**src/rtl/ea_defer_ctrl.sv**
```systemverilog
module ea_defer_ctrl #(
  parameter int NREG  = 32,
  parameter int OP_W  = 8,
  parameter int DW    = 16,
  parameter int DEPTH = 16,
  localparam int RW = $clog2(NREG),
  localparam int PW = $clog2(DEPTH),
  localparam int CW = $clog2(DEPTH + 1)
) (
  input  logic            clk,
  input  logic            rst_n,
  input  logic            in_valid,
  input  logic [OP_W-1:0] in_op,
  input  logic [RW-1:0]   in_dst,
  input  logic [RW-1:0]   in_src0,
  input  logic [RW-1:0]   in_src1,
  input  logic [DW-1:0]   in_val0,
  input  logic [DW-1:0]   in_val1,
  input  logic            in_ll,
  input  logic            ll_done,
  input  logic            ll_busy,
  input  logic            sb_ovf,
  output logic            in_ready,
  output logic            exec_valid,
  output logic            exec_replay,
  output logic [OP_W-1:0] exec_op,
  output logic [RW-1:0]   exec_dst,
  output logic [RW-1:0]   exec_src0,
  output logic [RW-1:0]   exec_src1,
  output logic [DW-1:0]   exec_val0,
  output logic [DW-1:0]   exec_val1,
  output logic [1:0]      exec_fetch,
  output logic            ckpt_stb,
  output logic            join_stb,
  output logic            fail_stb,
  output logic [2:0]      phase
);
  typedef enum logic [2:0] {S_NS = 3'd0, S_EA = 3'd1, S_RP = 3'd2, S_JN = 3'd3, S_FL = 3'd4} st_t;
  st_t st;

  logic [NREG-1:0] na;
  logic [OP_W-1:0] q_op [DEPTH];
  logic [RW-1:0]   q_dst [DEPTH], q_s0 [DEPTH], q_s1 [DEPTH];
  logic [DW-1:0]   q_v0 [DEPTH], q_v1 [DEPTH];
  logic [1:0]      q_m [DEPTH];
  logic            q_ll [DEPTH];
  logic [PW-1:0]   hd, tl;
  logic [CW-1:0]   cnt, pass_cnt;
  logic            redef, ovf, wb_pend;

  logic [OP_W-1:0] h_op;
  logic [RW-1:0]   h_dst, h_s0, h_s1;
  logic [DW-1:0]   h_v0, h_v1;
  logic [1:0]      h_m;
  logic            h_ll;

  wire       acc      = in_valid && in_ready;
  wire [1:0] in_mask  = {na[in_src1], na[in_src0]};
  wire       q_full   = cnt == CW'(DEPTH);
  wire       want_def = acc && (in_ll || (st == S_EA && in_mask != 2'b00));
  wire       push_n   = want_def && !q_full;
  wire       drop     = want_def && q_full;

  wire rd      = st == S_RP && !wb_pend && pass_cnt != '0;
  wire h_na    = (q_m[hd][0] && na[q_s0[hd]]) || (q_m[hd][1] && na[q_s1[hd]]) || (q_ll[hd] && ll_busy);
  wire rp_exec = rd && !h_na;
  wire rp_def  = rd && h_na;
  wire wb      = st == S_RP && wb_pend;
  wire wr      = push_n || wb;

  assign in_ready    = st == S_NS || st == S_EA;
  assign ckpt_stb    = acc && in_ll && st == S_NS;
  assign join_stb    = st == S_JN;
  assign fail_stb    = st == S_FL;
  assign phase       = st;
  assign exec_replay = rp_exec;
  assign exec_valid  = (acc && !want_def) || rp_exec;
  assign exec_op     = st == S_RP ? q_op[hd]  : in_op;
  assign exec_dst    = st == S_RP ? q_dst[hd] : in_dst;
  assign exec_src0   = st == S_RP ? q_s0[hd]  : in_src0;
  assign exec_src1   = st == S_RP ? q_s1[hd]  : in_src1;
  assign exec_val0   = st == S_RP ? q_v0[hd]  : in_val0;
  assign exec_val1   = st == S_RP ? q_v1[hd]  : in_val1;
  assign exec_fetch  = st == S_RP ? q_m[hd]   : 2'b00;

  always_ff @(posedge clk) begin
    if (wr) begin
      q_op[tl]  <= wb ? h_op  : in_op;
      q_dst[tl] <= wb ? h_dst : in_dst;
      q_s0[tl]  <= wb ? h_s0  : in_src0;
      q_s1[tl]  <= wb ? h_s1  : in_src1;
      q_v0[tl]  <= wb ? h_v0  : (in_mask[0] ? '0 : in_val0);
      q_v1[tl]  <= wb ? h_v1  : (in_mask[1] ? '0 : in_val1);
      q_m[tl]   <= wb ? h_m   : in_mask;
      q_ll[tl]  <= wb ? h_ll  : (in_ll && st == S_EA);
    end
    if (rp_def) begin
      h_op <= q_op[hd]; h_dst <= q_dst[hd]; h_s0 <= q_s0[hd]; h_s1 <= q_s1[hd];
      h_v0 <= q_v0[hd]; h_v1 <= q_v1[hd]; h_m  <= q_m[hd];   h_ll <= q_ll[hd];
    end
  end

  always_ff @(posedge clk) begin
    if (!rst_n || st == S_FL) begin
      na <= '0;
    end else begin
      if (want_def)             na[in_dst]   <= 1'b1;
      else if (acc)             na[in_dst]   <= 1'b0;
      if (rp_def)               na[q_dst[hd]] <= 1'b1;
      else if (rp_exec)         na[q_dst[hd]] <= 1'b0;
    end
  end

  always_ff @(posedge clk) begin
    if (!rst_n) begin
      st <= S_NS; hd <= '0; tl <= '0; cnt <= '0; pass_cnt <= '0;
      redef <= 1'b0; ovf <= 1'b0; wb_pend <= 1'b0;
    end else begin
      if (wr) tl <= (tl == PW'(DEPTH - 1)) ? '0 : tl + 1'b1;
      if (rd) hd <= (hd == PW'(DEPTH - 1)) ? '0 : hd + 1'b1;
      cnt <= cnt + CW'(wr) - CW'(rd);
      unique case (st)
        S_NS: begin
          ovf <= 1'b0;
          if (ckpt_stb) st <= S_EA;
        end
        S_EA: begin
          if (sb_ovf || drop) ovf <= 1'b1;
          if (ll_done) begin
            st       <= (ovf || sb_ovf || drop) ? S_FL : S_RP;
            pass_cnt <= cnt + CW'(push_n);
            redef    <= 1'b0;
          end
        end
        S_RP: begin
          if (rd) pass_cnt <= pass_cnt - 1'b1;
          if (rp_def) begin
            redef   <= 1'b1;
            wb_pend <= 1'b1;
          end
          if (wb_pend) wb_pend <= 1'b0;
          if (!wb_pend && pass_cnt == '0) begin
            if (redef) begin
              pass_cnt <= cnt;
              redef    <= 1'b0;
            end else begin
              st <= S_JN;
            end
          end
        end
        S_JN: st <= S_NS;
        S_FL: begin
          st <= S_NS; hd <= '0; tl <= '0; cnt <= '0; ovf <= 1'b0; wb_pend <= 1'b0;
        end
        default: st <= S_NS;
      endcase
    end
  end
endmodule

```
**config.mk**
```make
export PLATFORM = sky130hd
export DESIGN_NAME = ea_defer_ctrl
export DESIGN_NICKNAME = d
export VERILOG_FILES = /design/src/rtl/ea_defer_ctrl.sv
export SDC_FILE = /design/constraint.sdc
export NUM_CORES = 1
export LEC_CHECK = 0
export ABC_AREA = 1
export BUFFER_PORTS_ARGS = -buffer_cell sky130_fd_sc_hd__buf_2
export CAP_MARGIN = 20
export CORE_MARGIN = 2
export CORE_UTILIZATION = 62
export CTS_CLUSTER_DIAMETER = 150
export DETAILED_ROUTE_END_ITERATION = 8
export PLACE_DENSITY = 0.79
export SLEW_MARGIN = 20
export SYNTH_ARGS = -nofsm -noshare
export SYNTH_HDL_FRONTEND = slang
export SYNTH_SLANG_ARGS = --single-unit
```
**constraint.sdc**
```tcl
create_clock -name clk -period 7.75 [get_ports clk]
set_input_delay 1.55 -clock clk [delete_from_list [all_inputs] [get_ports clk]]
set_output_delay 1.55 -clock clk [all_outputs]
set_load 0.005 [all_outputs]
```
* Word level (Yosys, flattened, before mapping)
Memory sizes are Yosys's and may differ from the RTL's. A register that Yosys moved wholly into a read port is not among the register bits.
Index checks and enable logic that the tools add are counted.
** Operators by class
- Add/subtract/negate cells :: 6
- $lt $le $gt $ge :: 8
- Eq/ne operators :: 12
- Reduce and logical (&&, ||, !) cells :: 47
- Muxes and demuxes :: 75
- Bitwise logic cells :: 7
** Operators with widths (number)
- $mux 32 :: 5
- $mux 16 :: 6
- $mux 4 :: 18
- $and 32x32->32 :: 2
- $not 32->32 :: 2
- $or 32x32->32 :: 2
- $mux 5 :: 10
- $lt 5x6->1 const B :: 6
- $bmux 1 s5 :: 4
- $logic_and 1x1->1 :: 20
- $mux 1 :: 16
- $mux 8 :: 2
- $mux 3 :: 5
- $add 5x1->5 :: 2
- $demux 1 s5 :: 2
- $ge 5x1->1 const B :: 2
- $logic_or 1x1->1 :: 10
- $pmux 5 s2 :: 1
- $pmux 3 s3 :: 1
- $add 4x1->4 const B :: 2
- $eq 4x4->1 const B :: 2
- $reduce_bool 2->1 :: 4
- $eq 3x2->1 const B :: 2
- $ne 2x2->1 const B :: 3
- 16 further kinds :: 26
** Storage, ports and cells
- Output and inout port bits :: 66
- Memories :: 8
- RAM bits :: 928
- Bits in registers :: 114
** Memory list
- q_v0 :: words 16, width 16, rd ports 1, clocked after Yosys merged registers in 1, write ports 1, line 44 : logic [DW-1:0] q_v0 [DEPTH], q_v1 [DEPTH];
- q_v1 :: words 16, width 16, rd ports 1, clocked after Yosys merged registers in 1, write ports 1, line 44
- q_op :: words 16, width 8, rd ports 1, clocked after Yosys merged registers in 1, write ports 1, line 42 : logic [OP_W-1:0] q_op [DEPTH];
- q_dst :: words 16, width 5, rd ports 1, clocked after Yosys merged registers in 1, write ports 1, line 43 : logic [RW-1:0] q_dst [DEPTH], q_s0 [DEPTH], q_s1 [DEPTH];
- q_s0 :: words 16, width 5, rd ports 1, clocked after Yosys merged registers in 1, write ports 1, line 43
- q_s1 :: words 16, width 5, rd ports 1, clocked after Yosys merged registers in 1, write ports 1, line 43
- +2 memories

* Longest topological paths before layout
- Depth in word-level cells :: 12
- Mapped depth :: 25
- Depth with buffers taken out :: 24

* Least setup slack after synthesis
Ideal clock, no wire load.
- Kind :: input to register
- Start point :: input port in_src1[0]
- End point :: memory q_dst[11][0] in the netlist's numbering, enable pin
- Stages :: 15
- Library setup time :: 474 ps
- Required time :: 7276 ps
- Arrival time :: 5516 ps
- Path slack :: 1760 ps
- Buffers on the path :: 2
- Cell sequence :: buf_2 > inv_1 > buf_2 > o21ai_0 > o221ai_1 > nand3_1 > nand3_1 > o21ai_1 > nand2_1 > nand2_1 > nand2_2 > nand3_1 > nand2_2 > nand2_1 > nor2_1
** On the way
- Cells in the longest elaborated chain, start to end :: 10
** Ends and longest elaborated chain
- start, declared :: line 16 : input logic [RW-1:0] in_src1,
- $bmux 1 s5 :: line 58 : wire [1:0] in_mask = {na[in_src1], na[in_src0]};
- $mux 1 (not written as such) :: line 58
- $reduce_bool 2->1 :: line 60 : wire want_def = acc && (in_ll || (st == S_EA && in_mask != 2'b00));
- $logic_and 1x1->1 :: line 60
- $logic_or 1x1->1 :: line 60
- $logic_and 1x1->1 :: line 60
- $logic_and 1x1->1 :: line 61 : wire push_n = want_def && !q_full;
- $logic_or 1x1->1 :: line 69 : wire wr = push_n || wb;
- $mux 1 :: line 87 : if (wr) begin
- $mux 1 :: line 89 : q_dst[tl] <= wb ? h_dst : in_dst;
- end, declared :: line 43
Every way passes these cells. The select of a mux whose other input is x is not followed.

==> flow_metrics.env <==
export IMPL_post_cts_buffers=0
export IMPL_cts_buffers=101
export IMPL_syn2layout_area_growth_pct=10.7
export IMPL_grt_pass1_vias=29455
export IMPL_grt_max_degree=214
export IMPL_ir_drop_mv=0.210
export IMPL_vias=31353
export IMPL_synth_ff_type="edfxtp_1"
export IMPL_yosys_area_top_type="edfxtp_1"
export IMPL_fp_dieW_microns=270
export IMPL_cts_hold_buf=0
export IMPL_clkTransAtPathRegs_ns=0.06
export IMPL_io_buffers=127
export IMPL_startpoint_type="flip-flop"
export IMPL_max_stage_delay_ns=0.92
export IMPL_syn_inst=3698
export IMPL_vias_per_cell=6.57
export IMPL_ys_seq_area_frac=0.701
export IMPL_root_buffer="clkbuf_16"
export IMPL_clock_fmax_ghz=0.152
export IMPL_grt_first_pass_wirelength_mm=175
export IMPL_yosysUniqueCellTypes=45
export IMPL_skew_ns=0.0312
export IMPL_core_area_sq_mm=0.0701
export IMPL_die_area_sq_mm=0.0731
export IMPL_final_nets=3826
export IMPL_timing_critical_path_mode_cell="nand3_1"
export IMPL_synth_nets=3776
export IMPL_fin_crit_sh=0.847
export IMPL_setup_viol=0
export IMPL_cts_sinks=1046
export IMPL_ctsResizeCount=0
export IMPL_leakage_uw=0.0165
export IMPL_ys_ff_latch=1046
export IMPL_start_util=0.627
export IMPL_rows=97
export IMPL_maxSlewHeadroom=0.220
export IMPL_dp_hpwl_mm=62.1
export IMPL_syn_avg_cell_area_sq_um=11.9
export IMPL_routed_wirelength_mm=118
export IMPL_p_total_uw=12000
export IMPL_crit_family="simple AND/OR/NAND/NOR gates"
export IMPL_ioPinCount=128
export IMPL_grt_overflow=0
export IMPL_final_common_cell="edfxtp_1"
export IMPL_die_h_microns=270
export IMPL_path_cells="clkinv_2, nand3_1, nand3_2, nand2_4, inv_1, nand2_1, nand3_1, nand3_1, nand2_1, nand2_1, nand3_1, nand3_2, nand3_4, o22ai_1, buf_2"
export IMPL_drtIter0Drc=4410
export IMPL_cp_end_kind="output port"
export IMPL_drv_slew=0
export IMPL_synth_enable_flop_cells=986
export IMPL_fin_setup_tns_ns=0
export IMPL_htree_levels=3
export IMPL_drcViolationCount=0
export IMPL_yosys_top_cells_area="edfxtp_1 67%, o21ai_0 6.4%, nor2_1 5.3%, o221ai_1 3.3%, nand2_1 3.1%"
export IMPL_first_pass_iters=7
export IMPL_worst_path_buf_inv=3
export IMPL_ant_nets=0
export IMPL_gp_congestion=0.936
export IMPL_synth_warnings=0
export IMPL_cap_viol_max_count=0
export IMPL_syn_area_sq_mm=0.0440
export IMPL_wire_per_inst_microns=24.6
export IMPL_synth_top_area_share=0.673
export IMPL_layout_min_cycle_time_ns=6.56
export IMPL_rsz0062_at_grt="false"
export IMPL_drive_gt1_frac=0.111
export IMPL_fill_cells=4849
export IMPL_grtUsageTotal=0.315
export IMPL_hp_class="flip-flop to flip-flop"
export IMPL_cts_path_max_buffers=3
export IMPL_async_reset_ff_frac=0
export IMPL_required_ns=6.20
export IMPL_cp_max_fo=63
export IMPL_p_per_area_mw_per_mm2=246
export IMPL_hold_viol_final=0
export IMPL_final_cell_mix="986 x edfxtp_1, 607 x nor2_1, 563 x o21ai_0, 360 x nand2_1, 221 x nand3_1"
export IMPL_tightest_slew_ns=1.17
export IMPL_antenna_found_initial=1
export IMPL_slowest_stage="clkinv_2"
export IMPL_outcome="completed"
export IMPL_worstSetupPathType="flip-flop to output port"
export IMPL_clk_latency_ns=0.67
export IMPL_cp_arrival_ns=5.01
export IMPL_cts_tree="yes"
power by group:
group | internal [uW] | switching, uW | total, uW
clock network | 2870 | 2080 | 4950
registers | 6310 | 35.5 | 6350
logic | 181 | 512 | 693
per-layer routing:
layer	up-vias	part of all wire	global-route usage
met2	2153	0.48	0.508
li1	13768	-	-
met3	372	0.11	0.0471
met1	15060	0.37	0.428
met5	-	0	0
met4	0	0.042	0.143
layout make-up:
class / instances / area [sq um] / share of cell area
antenna: 1 / 2.50 / 0.0000514
clock buffer: 124 / 2660 / 0.0546
clock inverter: 61 / 664 / 0.0136
inverter: 126 / 497 / 0.0102
multi-input combinational: 2280 / 11600 / 0.239
sequential: 1046 / 30800 / 0.633
tap: 940 / 1180 / 0.0242
timing repair buffer: 193 / 1250 / 0.0256
through the flow:
stage          hold WS (ns)  setup WS, ns  cell area, sq um   util  cells
2_1_floorplan         0.444          1.76             44000      -   3698
3_3_place_gp          0.454          2.05             45300  0.646   4583
3_5_place_dp          0.460          2.03             45300  0.646   4584
4_1_cts               0.473          1.30             48600  0.693   4769
5_1_grt               0.491         0.912             48700  0.694   4771
6_report              0.467          1.19             48700  0.694   4771
cells in the mapped netlist, types with 10 or more instances:
master and instances:
a21oi_1 27, a22o_1 15, a31oi_1 41, buf_1 13
buf_2 66, buf_4 11, buf_6 21, clkbuf_1 133
dfxtp_1 60, edfxtp_1 986, ha_1 15, inv_1 110
inv_2 14, nand2_1 360, nand2_2 11, nand3_1 221
nand4_1 10, nor2_1 625, nor2_2 12, nor3_1 39
o211ai_1 59, o21ai_0 566, o21ai_1 19, o221ai_1 168
o22ai_1 58
registers in the layout, indices dropped and copies added, names as in the netlist, 8 cells and up, named ones only:
signal,cells
q_ll,16
q_v0,256
q_op,128
q_s0,80
h_v0,16
na,32
q_v1,256
q_dst,80
q_s1,80
q_m,32
h_v1,16
h_op,8
worst paths after layout:
path / start / end / slack (ns) / depth (start not counted)
setup / recovery: flip-flop / exec_valid / 1.19 / 15
hold / removal: ovf$_SDFFE_PN0P_ / ovf$_SDFFE_PN0P_ / 0.47 / 2
setup reg to reg: flip-flop / h_s1[0]$_DFFE_PN_ / 1.88 / 16
hold reg to reg: ovf$_SDFFE_PN0P_ / ovf$_SDFFE_PN0P_ / 0.47 / 2
logic make-up after synthesis:
| group | after synthesis | synth area share |
|---|---|---|
| AOI/OAI and AO/OA | 961 | 0.132 |
| adders and majority gates | 16 | 0.00472 |
| buffers and inverters | 372 | 0.0383 |
| and+or+nand+nor | 1295 | 0.123 |
| xor gates and xnor gates | 8 | 0.00159 |
| DFF | 1046 | 0.701 |
worst reg2reg max path, cell delays in order (launching register included):
cell and delay [ns]:
dfxtp_4 0.91, clkinv_2 0.97, nand3_1 0.38, nand3_2 0.34, nand2_4 0.33, inv_1 0.09
nand2_1 0.06, nand3_1 0.07, nand3_1 0.08, nand2_1 0.06, nand2_1 0.08, nand3_1 0.09
nand3_2 0.11, nand3_4 0.39, nand2_1 0.33, clkinv_2 0.68, buf_4 0.61
Note: power is estimated with default switching activity, not from simulation.
